<file path="src/rtl/hs_pkg.sv">
package hs_pkg;
  typedef enum logic [2:0] {
    STEP_NONE,
    STEP_APPEND,
    STEP_FETCH,
    STEP_SYNC,
    STEP_RELEASE,
    STEP_POLL
  } step_t;
endpackage

</file>
<file path="src/rtl/hs_out_collector.sv">
module hs_out_collector #(
  parameter int DEPTH = 16,
  parameter int IW    = $clog2(DEPTH),
  parameter int CW    = $clog2(DEPTH + 1)
) (
  input  logic          clk_i,
  input  logic          rst_ni,
  input  logic          push_i,
  input  logic [7:0]    data_i,
  input  logic          clear_i,
  input  logic [IW-1:0] rd_addr_i,
  output logic [7:0]    rd_data_o,
  output logic [CW-1:0] count_o,
  output logic          full_o
);
  logic [7:0] mem_q [DEPTH];

  assign full_o    = (count_o == CW'(DEPTH));
  assign rd_data_o = mem_q[rd_addr_i];

  always_ff @(posedge clk_i or negedge rst_ni) begin
    if (!rst_ni) count_o <= '0;
    else if (clear_i) count_o <= '0;
    else if (push_i && !full_o) count_o <= count_o + CW'(1);
  end

  always_ff @(posedge clk_i) begin
    if (push_i && !full_o) mem_q[count_o[IW-1:0]] <= data_i;
  end

  p_count_bound_r3: assert property (@(posedge clk_i) disable iff (!rst_ni)
    count_o <= CW'(DEPTH));
  p_full_hold_r3: assert property (@(posedge clk_i) disable iff (!rst_ni)
    (push_i && full_o && !clear_i) |=> $stable(count_o));
endmodule

</file>
<file path="src/rtl/hs_resp_reader.sv">
module hs_resp_reader #(
  parameter int DEPTH = 16,
  parameter int IW    = $clog2(DEPTH),
  parameter int CW    = $clog2(DEPTH + 1)
) (
  input  logic          clk_i,
  input  logic          rst_ni,
  input  logic          wr_i,
  input  logic [IW-1:0] wr_addr_i,
  input  logic [7:0]    wr_data_i,
  input  logic          load_i,
  input  logic [CW-1:0] len_i,
  input  logic          adv_i,
  output logic [7:0]    byte_o,
  output logic          remain_o,
  output logic          last_o
);
  logic [7:0]    mem_q [DEPTH];
  logic [CW-1:0] len_q, idx_q;

  assign remain_o = idx_q < len_q;
  assign last_o   = (idx_q + CW'(1)) == len_q;
  assign byte_o   = mem_q[idx_q[IW-1:0]];

  always_ff @(posedge clk_i) begin
    if (wr_i) mem_q[wr_addr_i] <= wr_data_i;
  end

  always_ff @(posedge clk_i or negedge rst_ni) begin
    if (!rst_ni) begin
      len_q <= '0;
      idx_q <= '0;
    end else if (load_i) begin
      len_q <= (len_i > CW'(DEPTH)) ? CW'(DEPTH) : len_i;
      idx_q <= '0;
    end else if (adv_i && remain_o) begin
      idx_q <= idx_q + CW'(1);
    end
  end

  p_idx_bound_r5: assert property (@(posedge clk_i) disable iff (!rst_ni)
    idx_q <= len_q);
  p_load_restart_r9: assert property (@(posedge clk_i) disable iff (!rst_ni)
    load_i |=> (idx_q == '0));
endmodule

</file>
<file path="src/rtl/hs_irq_delay.sv">
module hs_irq_delay #(
  parameter int DELAY = 30000,
  parameter int CNTW  = $clog2(DELAY + 2)
) (
  input  logic clk_i,
  input  logic rst_ni,
  input  logic start_i,
  input  logic immediate_i,
  output logic irq_o
);
  logic [CNTW-1:0] cnt_q;
  logic            active_q;

  always_ff @(posedge clk_i or negedge rst_ni) begin
    if (!rst_ni) begin
      cnt_q    <= '0;
      active_q <= 1'b0;
      irq_o    <= 1'b0;
    end else begin
      irq_o <= 1'b0;
      if (start_i) begin
        if (immediate_i || DELAY == 0) begin
          irq_o    <= 1'b1;
          active_q <= 1'b0;
        end else begin
          cnt_q    <= CNTW'(DELAY);
          active_q <= 1'b1;
        end
      end else if (active_q) begin
        if (cnt_q == CNTW'(1)) begin
          irq_o    <= 1'b1;
          active_q <= 1'b0;
        end else begin
          cnt_q <= cnt_q - CNTW'(1);
        end
      end
    end
  end

  p_immediate_r10: assert property (@(posedge clk_i) disable iff (!rst_ni)
    (start_i && immediate_i) |=> irq_o);
  p_quiet_wait_r10: assert property (@(posedge clk_i) disable iff (!rst_ni)
    (active_q && cnt_q > CNTW'(1) && !start_i) |=> !irq_o);
endmodule

</file>
<file path="src/rtl/byte_handshake_engine.sv">
module byte_handshake_engine
  import hs_pkg::*;
#(
  parameter int BUF_DEPTH    = 16,
  parameter int DELAY_CYCLES = 30000,
  localparam int IW = $clog2(BUF_DEPTH),
  localparam int CW = $clog2(BUF_DEPTH + 1)
) (
  input  logic          clk_i,
  input  logic          rst_ni,
  input  logic          dir_out_i,
  input  logic [7:0]    dirb_i,
  input  logic          sr_we_i,
  input  logic [7:0]    sr_wdata_i,
  input  logic          port_b_we_i,
  input  logic          host_ack_n_i,
  input  logic          host_tip_n_i,
  input  logic          resp_wr_i,
  input  logic [IW-1:0] resp_wr_addr_i,
  input  logic [7:0]    resp_wr_data_i,
  input  logic          resp_load_i,
  input  logic [CW-1:0] resp_len_i,
  input  logic [IW-1:0] out_rd_addr_i,
  output logic [7:0]    out_rd_data_o,
  output logic [7:0]    sr_o,
  output logic          req_n_o,
  output logic          pkt_valid_o,
  output logic [CW-1:0] pkt_len_o,
  output logic          shift_irq_o
);
  logic          last_ack_n, last_tip_n;
  logic          b_changed, load_go, schedule;
  logic          out_full, rsp_remain, rsp_last;
  logic [CW-1:0] out_count;
  logic [7:0]    rsp_byte;
  step_t         step;

  assign b_changed = (host_ack_n_i != last_ack_n) || (host_tip_n_i != last_tip_n);
  assign load_go   = resp_load_i && !port_b_we_i;

  always_comb begin
    step = STEP_NONE;
    if (port_b_we_i) begin
      if (!host_tip_n_i) begin
        if (b_changed) begin
          if (dir_out_i) begin
            if (!out_full) step = STEP_APPEND;
          end else if (rsp_remain) begin
            step = STEP_FETCH;
          end
        end
      end else if (last_tip_n && (host_ack_n_i != last_ack_n)) begin
        step = STEP_SYNC;
      end else if (!last_tip_n) begin
        step = STEP_RELEASE;
      end else begin
        step = STEP_POLL;
      end
    end
  end

  assign schedule = (step == STEP_APPEND) || (step == STEP_FETCH) ||
                    (step == STEP_SYNC) || (step == STEP_RELEASE) || load_go;

  hs_out_collector #(.DEPTH(BUF_DEPTH), .IW(IW), .CW(CW)) u_out (
    .clk_i     (clk_i),
    .rst_ni    (rst_ni),
    .push_i    (step == STEP_APPEND),
    .data_i    (sr_o),
    .clear_i   (step == STEP_RELEASE),
    .rd_addr_i (out_rd_addr_i),
    .rd_data_o (out_rd_data_o),
    .count_o   (out_count),
    .full_o    (out_full)
  );

  hs_resp_reader #(.DEPTH(BUF_DEPTH), .IW(IW), .CW(CW)) u_rsp (
    .clk_i     (clk_i),
    .rst_ni    (rst_ni),
    .wr_i      (resp_wr_i),
    .wr_addr_i (resp_wr_addr_i),
    .wr_data_i (resp_wr_data_i),
    .load_i    (load_go),
    .len_i     (resp_len_i),
    .adv_i     (step == STEP_FETCH),
    .byte_o    (rsp_byte),
    .remain_o  (rsp_remain),
    .last_o    (rsp_last)
  );

  hs_irq_delay #(.DELAY(DELAY_CYCLES)) u_irq (
    .clk_i       (clk_i),
    .rst_ni      (rst_ni),
    .start_i     (schedule),
    .immediate_i (dirb_i == 8'hFF),
    .irq_o       (shift_irq_o)
  );

  always_ff @(posedge clk_i or negedge rst_ni) begin
    if (!rst_ni) begin
      last_ack_n  <= 1'b1;
      last_tip_n  <= 1'b1;
      sr_o        <= '0;
      req_n_o     <= 1'b1;
      pkt_valid_o <= 1'b0;
      pkt_len_o   <= '0;
    end else begin
      pkt_valid_o <= 1'b0;
      if (port_b_we_i) begin
        last_ack_n <= host_ack_n_i;
        last_tip_n <= host_tip_n_i;
      end
      if (step == STEP_FETCH) sr_o <= rsp_byte;
      else if (sr_we_i) sr_o <= sr_wdata_i;
      if (step == STEP_RELEASE && out_count != '0) begin
        pkt_valid_o <= 1'b1;
        pkt_len_o   <= out_count;
      end
      case (step)
        STEP_FETCH:   if (rsp_last) req_n_o <= 1'b1;
        STEP_SYNC:    req_n_o <= host_ack_n_i;
        STEP_RELEASE,
        STEP_POLL:    if (rsp_remain) req_n_o <= 1'b0;
        default:      if (load_go && last_tip_n && resp_len_i != '0) req_n_o <= 1'b0;
      endcase
    end
  end

  p_last_byte_r6: assert property (@(posedge clk_i) disable iff (!rst_ni)
    (step == STEP_FETCH && rsp_last) |=> req_n_o);
  p_pkt_nonzero_r4: assert property (@(posedge clk_i) disable iff (!rst_ni)
    pkt_valid_o |-> (pkt_len_o != '0));
  p_sr_hold_r2: assert property (@(posedge clk_i) disable iff (!rst_ni)
    (port_b_we_i && dir_out_i && !host_tip_n_i && !sr_we_i) |=> $stable(sr_o));
  p_sync_copy_r7: assert property (@(posedge clk_i) disable iff (!rst_ni)
    (step == STEP_SYNC) |=> (req_n_o == $past(host_ack_n_i)));
endmodule

</file>
<file path="config.mk">
export PLATFORM = sky130hd
export DESIGN_NAME = byte_handshake_engine
export DESIGN_NICKNAME = d
export VERILOG_FILES = /design/src/rtl/hs_pkg.sv /design/src/rtl/hs_out_collector.sv /design/src/rtl/hs_resp_reader.sv /design/src/rtl/hs_irq_delay.sv /design/src/rtl/byte_handshake_engine.sv
export SDC_FILE = /design/constraint.sdc
export NUM_CORES = 1
export LEC_CHECK = 0
export ABC_CLOCK_PERIOD_IN_PS = 10900
export BUFFER_PORTS_ARGS = -buffer_cell sky130_fd_sc_hd__buf_2
export CAP_MARGIN = 25
export CORE_MARGIN = 8
export CORE_UTILIZATION = 35
export DETAILED_ROUTE_END_ITERATION = 16
export GPL_TIMING_DRIVEN = 0
export PLACE_DENSITY_LB_ADDON = 0.1
export SLEW_MARGIN = 15
export SYNTH_ARGS = -nofsm -noshare
export SYNTH_HDL_FRONTEND = slang
export SYNTH_HIERARCHICAL = 1
export SYNTH_SLANG_ARGS = --single-unit
</file>
<file path="constraint.sdc">
create_clock -name clk_i -period 10.9 [get_ports clk_i]
set_input_delay 2.18 -clock clk_i [delete_from_list [all_inputs] [get_ports clk_i]]
set_output_delay 2.18 -clock clk_i [all_outputs]
set_load 0.02 [all_outputs]
</file>
### After elaboration in Yosys (flattened, before gate mapping)

Memory sizes are Yosys's and may differ from the RTL's.
Index checks and enable logic that the tools add are counted.

| operators by class | value |
|---|---|
| add/subtract/negate cells | 3 |
| multipliers | 0 |
| divide/modulo/power cells | 0 |
| order comparisons | 2 |
| eq/ne operators | 15 |
| shift operators | 0 |
| multiplexer cells | 36 |
| bitwise logic cells | 0 |
| reduce and logical (&&, ||, !) cells | 24 |

Operators by type and width:

| operator | count |
|---|---|
| $mux W15 | 4 |
| $mux W5 | 5 |
| $mux W1 | 18 |
| $mux W8 | 2 |
| $eq A15 B1 Y1 const B | 1 |
| $mux W3 | 5 |
| $sub A15 B1 Y15 const B | 1 |
| $add A5 B1 Y5 const B | 2 |
| $reduce_bool A5 Y1 | 2 |
| $eq A8 B8 Y1 const B | 1 |
| $reduce_bool A2 Y1 | 4 |
| $logic_and A1 B1 Y1 | 7 |
| $eq A3 B2 Y1 const B | 2 |
| $eq A3 B3 Y1 const B | 2 |
| $ne A2 B2 Y1 const B | 3 |
| $reduce_and A3 Y1 | 2 |
| $eq A5 B5 Y1 | 1 |
| $eq A5 B5 Y1 const B | 1 |
| $gt A5 B5 Y1 const B | 1 |
| $logic_or A1 B1 Y1 | 5 |
| $lt A5 B5 Y1 | 1 |
| $reduce_bool A4 Y1 | 1 |
| $eq A3 B1 Y1 const B | 1 |
| $pmux W1 S3 | 1 |
| other kinds (5) | 7 |

| storage, ports and cells | value |
|---|---|
| bits in registers | 49 |
| latch bits | 0 |
| bits in writable memories | 256 |
| memory bits (read-only) | 0 |
| output and inout bits | 24 |
| word-level logic and storage cells | 94 |
| memories | 2 |

Memories:

| name | depth | bits a word | read ports | clocked after Yosys merged registers in | write ports | RTL line | RTL |
|---|---|---|---|---|---|---|---|
| u_out.mem_q | 16 | 8 | 1 | 0 | 1 | hs_out_collector.sv:16 | `logic [7:0] mem_q [DEPTH];` |
| u_rsp.mem_q | 16 | 8 | 1 | 0 | 1 | hs_resp_reader.sv:18 | `logic [7:0] mem_q [DEPTH];` |

### Logic depth before layout (Yosys ltp)

Gate-level depths: netlist of run 1.

| logic depth | value |
|---|---|
| depth after elaboration | 13 |
| mapped depth | 15 |
| mapped depth without buffers | 13 |

### Modules after synthesis

The synthesis of run 1 kept the hierarchy.

Modules (own cells, without submodules):

| module | instances | cells an instance | area each (sq um) |
|---|---|---|---|
| hs_resp_reader | 1 | 327 | 5704.2 |
| hs_out_collector | 1 | 253 | 5292.6 |
| hs_irq_delay | 1 | 89 | 940.9 |
| byte_handshake_engine | 1 | 80 | 854.6 |

### Worst setup path after synthesis of run 1

Ideal clock, no wire load.

| timing | value |
|---|---|
| path type | input port to output port |
| from | input port out_rd_addr_i[0] |
| to | output port out_rd_data_o[4] |
| data arrival time | 3.303 ns |
| path slack | 5.417 ns |
| stages | 5 |
| path buffers | 2 |
| path through | buf_6 > buf_6 > mux4_1 > a22oi_1 > nand2_1 |

| on the way | value |
|---|---|
| longest elaborated chain between the ends | 1 |

Ends and longest elaborated chain:

| item | RTL line | RTL |
|---|---|---|
| from (decl) | byte_handshake_engine.sv:23 | `input logic [IW-1:0] out_rd_addr_i,` |
| $mem_v2 Z16 W8 | n/a |  |
| to (decl) | byte_handshake_engine.sv:24 | `output logic [7:0] out_rd_data_o,` |

Every way passes these cells.

### Final worst setup path of run 1

Same ends and word-level chain as after synthesis.

==> results.cfg, run 1 <==
[global_route]
antenna_found_initial = 0
grt_pass1_vias = 7555
grt-ovfl-total = 0
grt_max_degree = 33
grt_pass1_wl_um = 46100
grt_util_all_layers_pct = 13.9

[timing]
rsz0062_at_grt = no
relSlewSlack_pct = 33.5
finalCritPeriodShare_pct = 53.4
fin_crit_ns = 5.82
tns_ns = 0
hold_viol_final = 0
worst_slew_pin_slew_ns = 0.994
slew_viol_final = 0
skew_ns = 0.0207
fmax_ghz = 0.172
worst_slack_ns = 5.08
setup_viol = 0

[cts]
clkTransAtPathRegs_ns = 0.05
numCtsBuffers = 36
cts.sinks = 305
clk_latency_ns = 0.52
cts-root-buf = clkbuf_16
h-tree-depth = 2
ctsResizeCount = 0
clock_path_buffers = 3
cts_hold_buf = 0
postCtsSetupRepairBufs = 0
tritoncts = yes

[critical_path]
worstPathMaxFanout = 10
worst_r2r_startpoint = u_rsp/idx_q[0]$_DFFE_PN0P_
cp-end-kind = primary output
arrival_ns = 3.64
critPathMaxStageDelay_ns = 0.56
critPathLaunchType = input port
rrSetupSlack_ns = 6.57
worstSetupPathType = input port to primary output
cpMaxStageDelayCell = mux4_2
r2r_cells = 15
cp.required_ns = 8.72
cp_cell_sequence = buf_6 -> buf_4 -> mux4_2 -> a22oi_1 -> nand2_1 -> buf_2
r2r-end = u_irq/cnt_q[7]$_DFFE_PN0P_

[hold_path]
hold_path.class = register to register
hold_depth = 1
hp-start = pkt_len_o[2]$_DFFE_PN0P_
hold_path_end = pkt_len_o[2]$_DFFE_PN0P_

[pwr]
p_leak_uw = 0.00512
ir_drop_v = 0.0000821
p_per_area_mw_per_mm2 = 186

[placement]
portBuffers = 67
dp_slack_ns = 5.02
globalplace.congestion = 0.791
dp_hpwl_um = 20400

[run]
cap_violations = 0

[layout]
final_nets = 913
n_fill_cell = 3250
final-seq-area_mm2 = 0.00892
drive_gt1_share_pct = 23.1
antenna_cells = 0
final_cell_mix = edfxtp_1 (256), buf_2 (75), mux2i_1 (47)
layout_commonest_cell = edfxtp_1
synthToLayoutAreaGrowth_pct = 16.3
multiInputGateArea_mm2 = 0.00361

[logic_synthesis]
ys_ff_latch = 305
synth-edff-count = 256
synth-main-ff-cell = edfxtp_1
netlist_area_mm2 = 0.0128
yosysWarnings = 6
syn-num-nets = 807
synth_cell_types = 69
syn_area_per_cell_um2 = 17.1
ys_seq_area_share_pct = 69.7
ys_async_sr_fraction_pct = 16.1
synthCells = 749

[floorplan]
io_pins = 70
start_util_pct = 35.2
rows = 70
die_height_um = 207
core_mm2 = 0.0363
die-width_um = 207
die_area_mm2 = 0.0429

[run_status]
status = finished clean

[route]
firstDrtPassIters = 5
wl_per_cell_um = 22.3
via_per_inst = 5.26
num_vias = 7091
wirelength_um = 30100
drt-initial-drc-count = 377
ant_nets = 0
drc = 0
## state kept, by name, summed over array words and instances, names as in the netlist
name	flops
u_out/mem_q	128
u_rsp/mem_q	128
u_irq/cnt_q	15
sr_o	8
pkt_len_o	5
u_out/count_o	5
u_rsp/idx_q	5
u_rsp/len_q	5
last_ack_n	1
last_tip_n	1
pkt_valid_o	1
req_n_o	1
u_irq/active_q	1
u_irq/irq_o	1
## cell families after synthesis
logic type | after synthesis | synth area share, %
AND/OR/NAND/NOR | 166 | 7.22
adder cells (fa/ha/maj) | 12 | 1.17
AO/OA/AOI/OAI | 110 | 6.04
XOR/XNOR | 6 | 0.411
flip-flops | 305 | 69.7
buffers and inverters | 49 | 2.26
multiplexers | 101 | 13.2
## power breakdown
group          switching (µW)  internal (µW)
clock network             457            683
registers                51.9           1320
logic                     150            102
total                     659           2110
## per-stage QoR
| stage | cells | util (%) | hold WS, ns | instance area (µm²) | power (µW) |
|---|---|---|---|---|---|
| final | 1347 | 40.9 | 0.503 | 14900 | 2760 |
| after detailed placement | 1285 | 37.8 | 0.493 | 13800 | 1650 |
| after floorplan | 749 | - | 0.484 | 12800 | 1540 |
| after global placement | 1284 | 37.7 | 0.494 | 13700 | 1640 |
| after CTS | 1347 | 40.9 | 0.511 | 14900 | 2810 |
| after global routing | 1347 | 40.9 | 0.530 | 14900 | 2880 |
## critical path, delay by kind of cell
family	cells	cell delay (ns)
buffers and inverters	3	0.55
and+or+nand+nor	1	0.11
muxes	1	0.56
AOI/OAI and AO/OA	1	0.23
## cells in the mapped netlist (8+ instances only)
| library cell | count | area, µm² |
|---|---|---|
| buf_2 | 8 | 40.0 |
| o21ai_0 | 20 | 100 |
| inv_1 | 16 | 60.1 |
| or4_1 | 8 | 60.1 |
| mux2i_1 | 47 | 470 |
| a221oi_1 | 15 | 131 |
| edfxtp_1 | 256 | 7690 |
| a22oi_1 | 24 | 180 |
| nor3_1 | 8 | 40.0 |
| nor2_1 | 43 | 161 |
| dfrtp_1 | 46 | 1150 |
| mux4_2 | 30 | 676 |
| a21oi_1 | 17 | 85.1 |
| buf_6 | 8 | 90.1 |
| nand2b_1 | 10 | 62.6 |
| ha_1 | 12 | 150 |
| mux4_1 | 18 | 473 |
| nand2_1 | 40 | 150 |
## metal layers
layer  wire length, µm  up-vias  track usage (%)
met3              1360       55             2.81
met1             12600     3623             17.2
li1                  -     3247                -
met4               958        0             5.10
met5                 0        -                0
met2             15100      166             23.9
## area by class of cell
type,count,share of cell area (%)
plain buffers,32,1.51
clock buffers,44,6.26
clock inverters,18,1.31
inverters,17,0.429
multi-input cells,395,24.2
flip-flops and latches,305,59.9
well taps,468,3.94
repair buffers,68,2.39
## how the worst max path moves through the flow
stage,start,endpoint,slack [ns],depth (start not counted)
6_report,out_rd_addr_i[0],out_rd_data_o[4],5.08,6
3_3_place_gp,out_rd_addr_i[0],out_rd_data_o[0],5.00,6
3_5_place_dp,out_rd_addr_i[0],out_rd_data_o[0],5.02,6
2_1_floorplan,out_rd_addr_i[0],out_rd_data_o[4],5.42,5
4_1_cts,out_rd_addr_i[0],out_rd_data_o[0],5.02,6
5_1_grt,out_rd_addr_i[0],out_rd_data_o[4],4.94,6
Note: power is estimated with default switching activity, not from simulation.
==> run 2: changes to the inputs <==
--- a/config.mk
+++ b/config.mk
@@ -5,7 +5,8 @@
 export SDC_FILE = /design/constraint.sdc
 export NUM_CORES = 1
 export LEC_CHECK = 0
-export ABC_CLOCK_PERIOD_IN_PS = 10900
+export ABC_AREA = 1
+export ABC_CLOCK_PERIOD_IN_PS = 5000
 export BUFFER_PORTS_ARGS = -buffer_cell sky130_fd_sc_hd__buf_2
 export CAP_MARGIN = 25
 export CORE_MARGIN = 8
==> constraint.sdc (replaced) <==
create_clock -name clk_i -period 5 [get_ports clk_i]
set_input_delay 1 -clock clk_i [delete_from_list [all_inputs] [get_ports clk_i]]
set_output_delay 1 -clock clk_i [all_outputs]
set_load 0.02 [all_outputs]
==> run 2 against run 1 <==
Effect of this change:
- utilization is 0.10 points lower
- wire length increased by 27%
- sequential share of layout area is 4.7 points lower
- synthesized cell count up 91%
- die area rose by 8.4%
- count of clock-buffer cells in the layout is 10 higher
- setup slack lost 3.8 ns
- clock skew rose by 0.0035 ns
- cell count rose by 55%
- first-iteration DRC count is 67% higher
- synthesized area increased by 9.1%
- register-to-register slack got worse by 5.3 ns
- largest power group unchanged
==> results.cfg, run 2 <==
[run_status]
status = finished clean

[placement]
globalplace.congestion = 0.786
placed_area_mm2 = 0.0149
dp_hpwl_um = 25900
portBuffers = 65

[logic_synthesis]
netlist_area_mm2 = 0.0140
synthCells = 1429
ys_seq_area_share_pct = 63.9
ys_ff_latch = 305
synth_top_area_share_pct = 55.1
yosysWarnings = 6
yosysTopAreaCell = edfxtp_1
yosys.cell_count.top_type = nand2_1
synth_cell_types = 36
ys_top_cells_by_count = nand2_1 (413), edfxtp_1 (256), nand3_1 (199)
synth-edff-count = 256
syn_area_per_cell_um2 = 9.77
synth-main-ff-cell = edfxtp_1
ys_async_sr_fraction_pct = 16.1
syn-num-nets = 1487
synth_area_leaders = edfxtp_1 (55%), nand2_1 (11%), dfrtp_1 (8.2%)

[floorplan]
die_area_mm2 = 0.0465
die_height_um = 216
die-width_um = 216
start_util_pct = 35.3
rows = 73
io_pins = 70
core_mm2 = 0.0395

[global_route]
grt-ovfl-total = 0
grt_pass1_vias = 9712
grt_max_degree = 50
antenna_found_initial = 0
grt_pass1_wl_um = 58700
grt_util_all_layers_pct = 16.4

[layout]
final_cell_mix = nand2_1 (413), edfxtp_1 (256), nand3_1 (199)
antenna_cells = 0
layout_commonest_cell = nand2_1
final_area_mm2 = 0.0162
final_nets = 1590
n_fill_cell = 3888
drive_gt1_share_pct = 12.6
synthToLayoutAreaGrowth_pct = 15.7
reg.largest.list = u_out/mem_q x128, u_rsp/mem_q x128, u_irq/cnt_q x15

[cts]
h-tree-depth = 2
clk_latency_ns = 0.54
clkTransAtPathRegs_ns = 0.06
clock_path_buffers = 3
cts_hold_buf = 0
postCtsSetupRepairBufs = 0
tritoncts = yes
cts-root-buf = clkbuf_16
cts.sinks = 305
numCtsBuffers = 36
ctsResizeCount = 0

[timing]
fin_crit_ns = 3.68
slew_viol_final = 0
hold_viol_final = 0
tns_ns = 0
worst_slew_pin_slew_ns = 0.962
relSlewSlack_pct = 35.6
rsz0062_at_grt = no
finalCritPeriodShare_pct = 73.6
fmax_ghz = 0.272
skew_ns = 0.0241
setup_viol = 0

[hold_path]
hp-start = req_n_o$_DFFE_PN1P_
hold_depth = 2
hold_path_end = req_n_o$_DFFE_PN1P_
hold_path.class = register to register

[route]
num_vias = 9989
via_per_inst = 4.79
drc = 0
wl_per_cell_um = 18.3
firstDrtPassIters = 5
wirelength_um = 38200
ant_nets = 0
drt-initial-drc-count = 630

[pwr]
p_leak_uw = 0.00700
ir_drop_v = 0.000270
p_per_area_mw_per_mm2 = 420

[critical_path]
worst_r2r_startpoint = u_rsp/idx_q[0]$_DFFE_PN0P_
cp-end-kind = register
critPathLaunchType = register
rrSetupSlack_ns = 1.32
worstPathMaxFanout = 10
worstSetupPathType = register to register
arrival_ns = 4.09
r2r-end = u_irq/cnt_q[8]$_DFFE_PN0P_
r2r_cells = 21
cp.required_ns = 5.41

[run]
cap_violations = 0
## run 2: cell type report
cell class	instances	area (µm²)	area share, %
Buffer	52	303	1.87
Clock buffer	54	1090	6.76
Multi-Input combinational cell	871	3980	24.7
Tap cell	525	657	4.07
Inverter	201	757	4.69
Sequential cell	305	8920	55.2
Timing Repair Buffer	65	328	2.03
Clock inverter	11	115	0.713
## run 2: worst max-delay path, cell delays in order (launching register included)
cell	delay, ns
dfrtp_1	0.38
buf_2	0.17
inv_2	0.09
buf_4	0.19
buf_4	0.21
ha_1	0.16
inv_1	0.05
nand2_1	0.05
nor2_1	0.04
nor2_1	0.39
inv_1	0.09
nor2_1	0.13
nand2_2	0.09
nand2_1	0.08
nand2_1	0.08
nand3_1	0.12
nand4_1	0.27
inv_2	0.19
clkbuf_1	0.45
nand3_1	0.13
nand2_1	0.09
o21ai_0	0.07
## run 2: worst max path at each step
stage	from	to	slack, ns
finish	u_rsp/idx_q[0]$_DFFE_PN0P_	u_irq/cnt_q[8]$_DFFE_PN0P_	1.32
global route	u_rsp/idx_q[0]$_DFFE_PN0P_	u_irq/cnt_q[8]$_DFFE_PN0P_	0.94
CTS	u_rsp/idx_q[0]$_DFFE_PN0P_	u_irq/cnt_q[8]$_DFFE_PN0P_	1.29
detailed placement	u_rsp/idx_q[0]$_DFFE_PN0P_	u_irq/cnt_q[8]$_DFFE_PN0P_	1.32
global placement	u_rsp/idx_q[0]$_DFFE_PN0P_	u_irq/cnt_q[8]$_DFFE_PN0P_	1.28
floorplan	out_rd_addr_i[0]	out_rd_data_o[3]	2.18
## run 2: cell families after synthesis
logic type	count (synthesis)	share of synthesized area, %
and+or+nand+nor	762	23.3
DFF	305	63.9
buffers and inverters	253	7.59
AOI/OAI and AO/OA	92	3.88
adders and majority gates	12	1.08
xor gates and xnor gates	5	0.314
## run 2: per-stage QoR
step           power, µW  instances  hold WS, ns  worst slack [ns]  util [%]
2_1_floorplan       3790       1429        0.459              2.18         -
3_3_place_gp        4190       2019        0.462              1.28      37.8
3_5_place_dp        4200       2019        0.456              1.32      37.8
4_1_cts             6880       2084        0.464              1.29      40.8
5_1_grt             7120       2084        0.487             0.937      40.8
6_report            6780       2084        0.462              1.32      40.8
## run 2: per-layer routing
metal / vias to the layer above / GRT usage (%) / wire length [µm] / part of all wire (%)
met5: - / 0 / 0 / 0
met4: 0 / 4.29 / 759 / 2.0
met3: 49 / 3.09 / 1950 / 5.1
met2: 209 / 24.9 / 16700 / 44
met1: 4816 / 23.6 / 18800 / 49
li1: 4915 / - / - / -
## run 2: power by group
group / leakage (µW) / switching, µW / internal [µW] / total [µW]
Clock: 0.000593 / 1030 / 1610 / 2640
Combinational: 0.00347 / 716 / 314 / 1030
Sequential: 0.00293 / 166 / 2940 / 3110
Total: 0.00700 / 1910 / 4870 / 6780
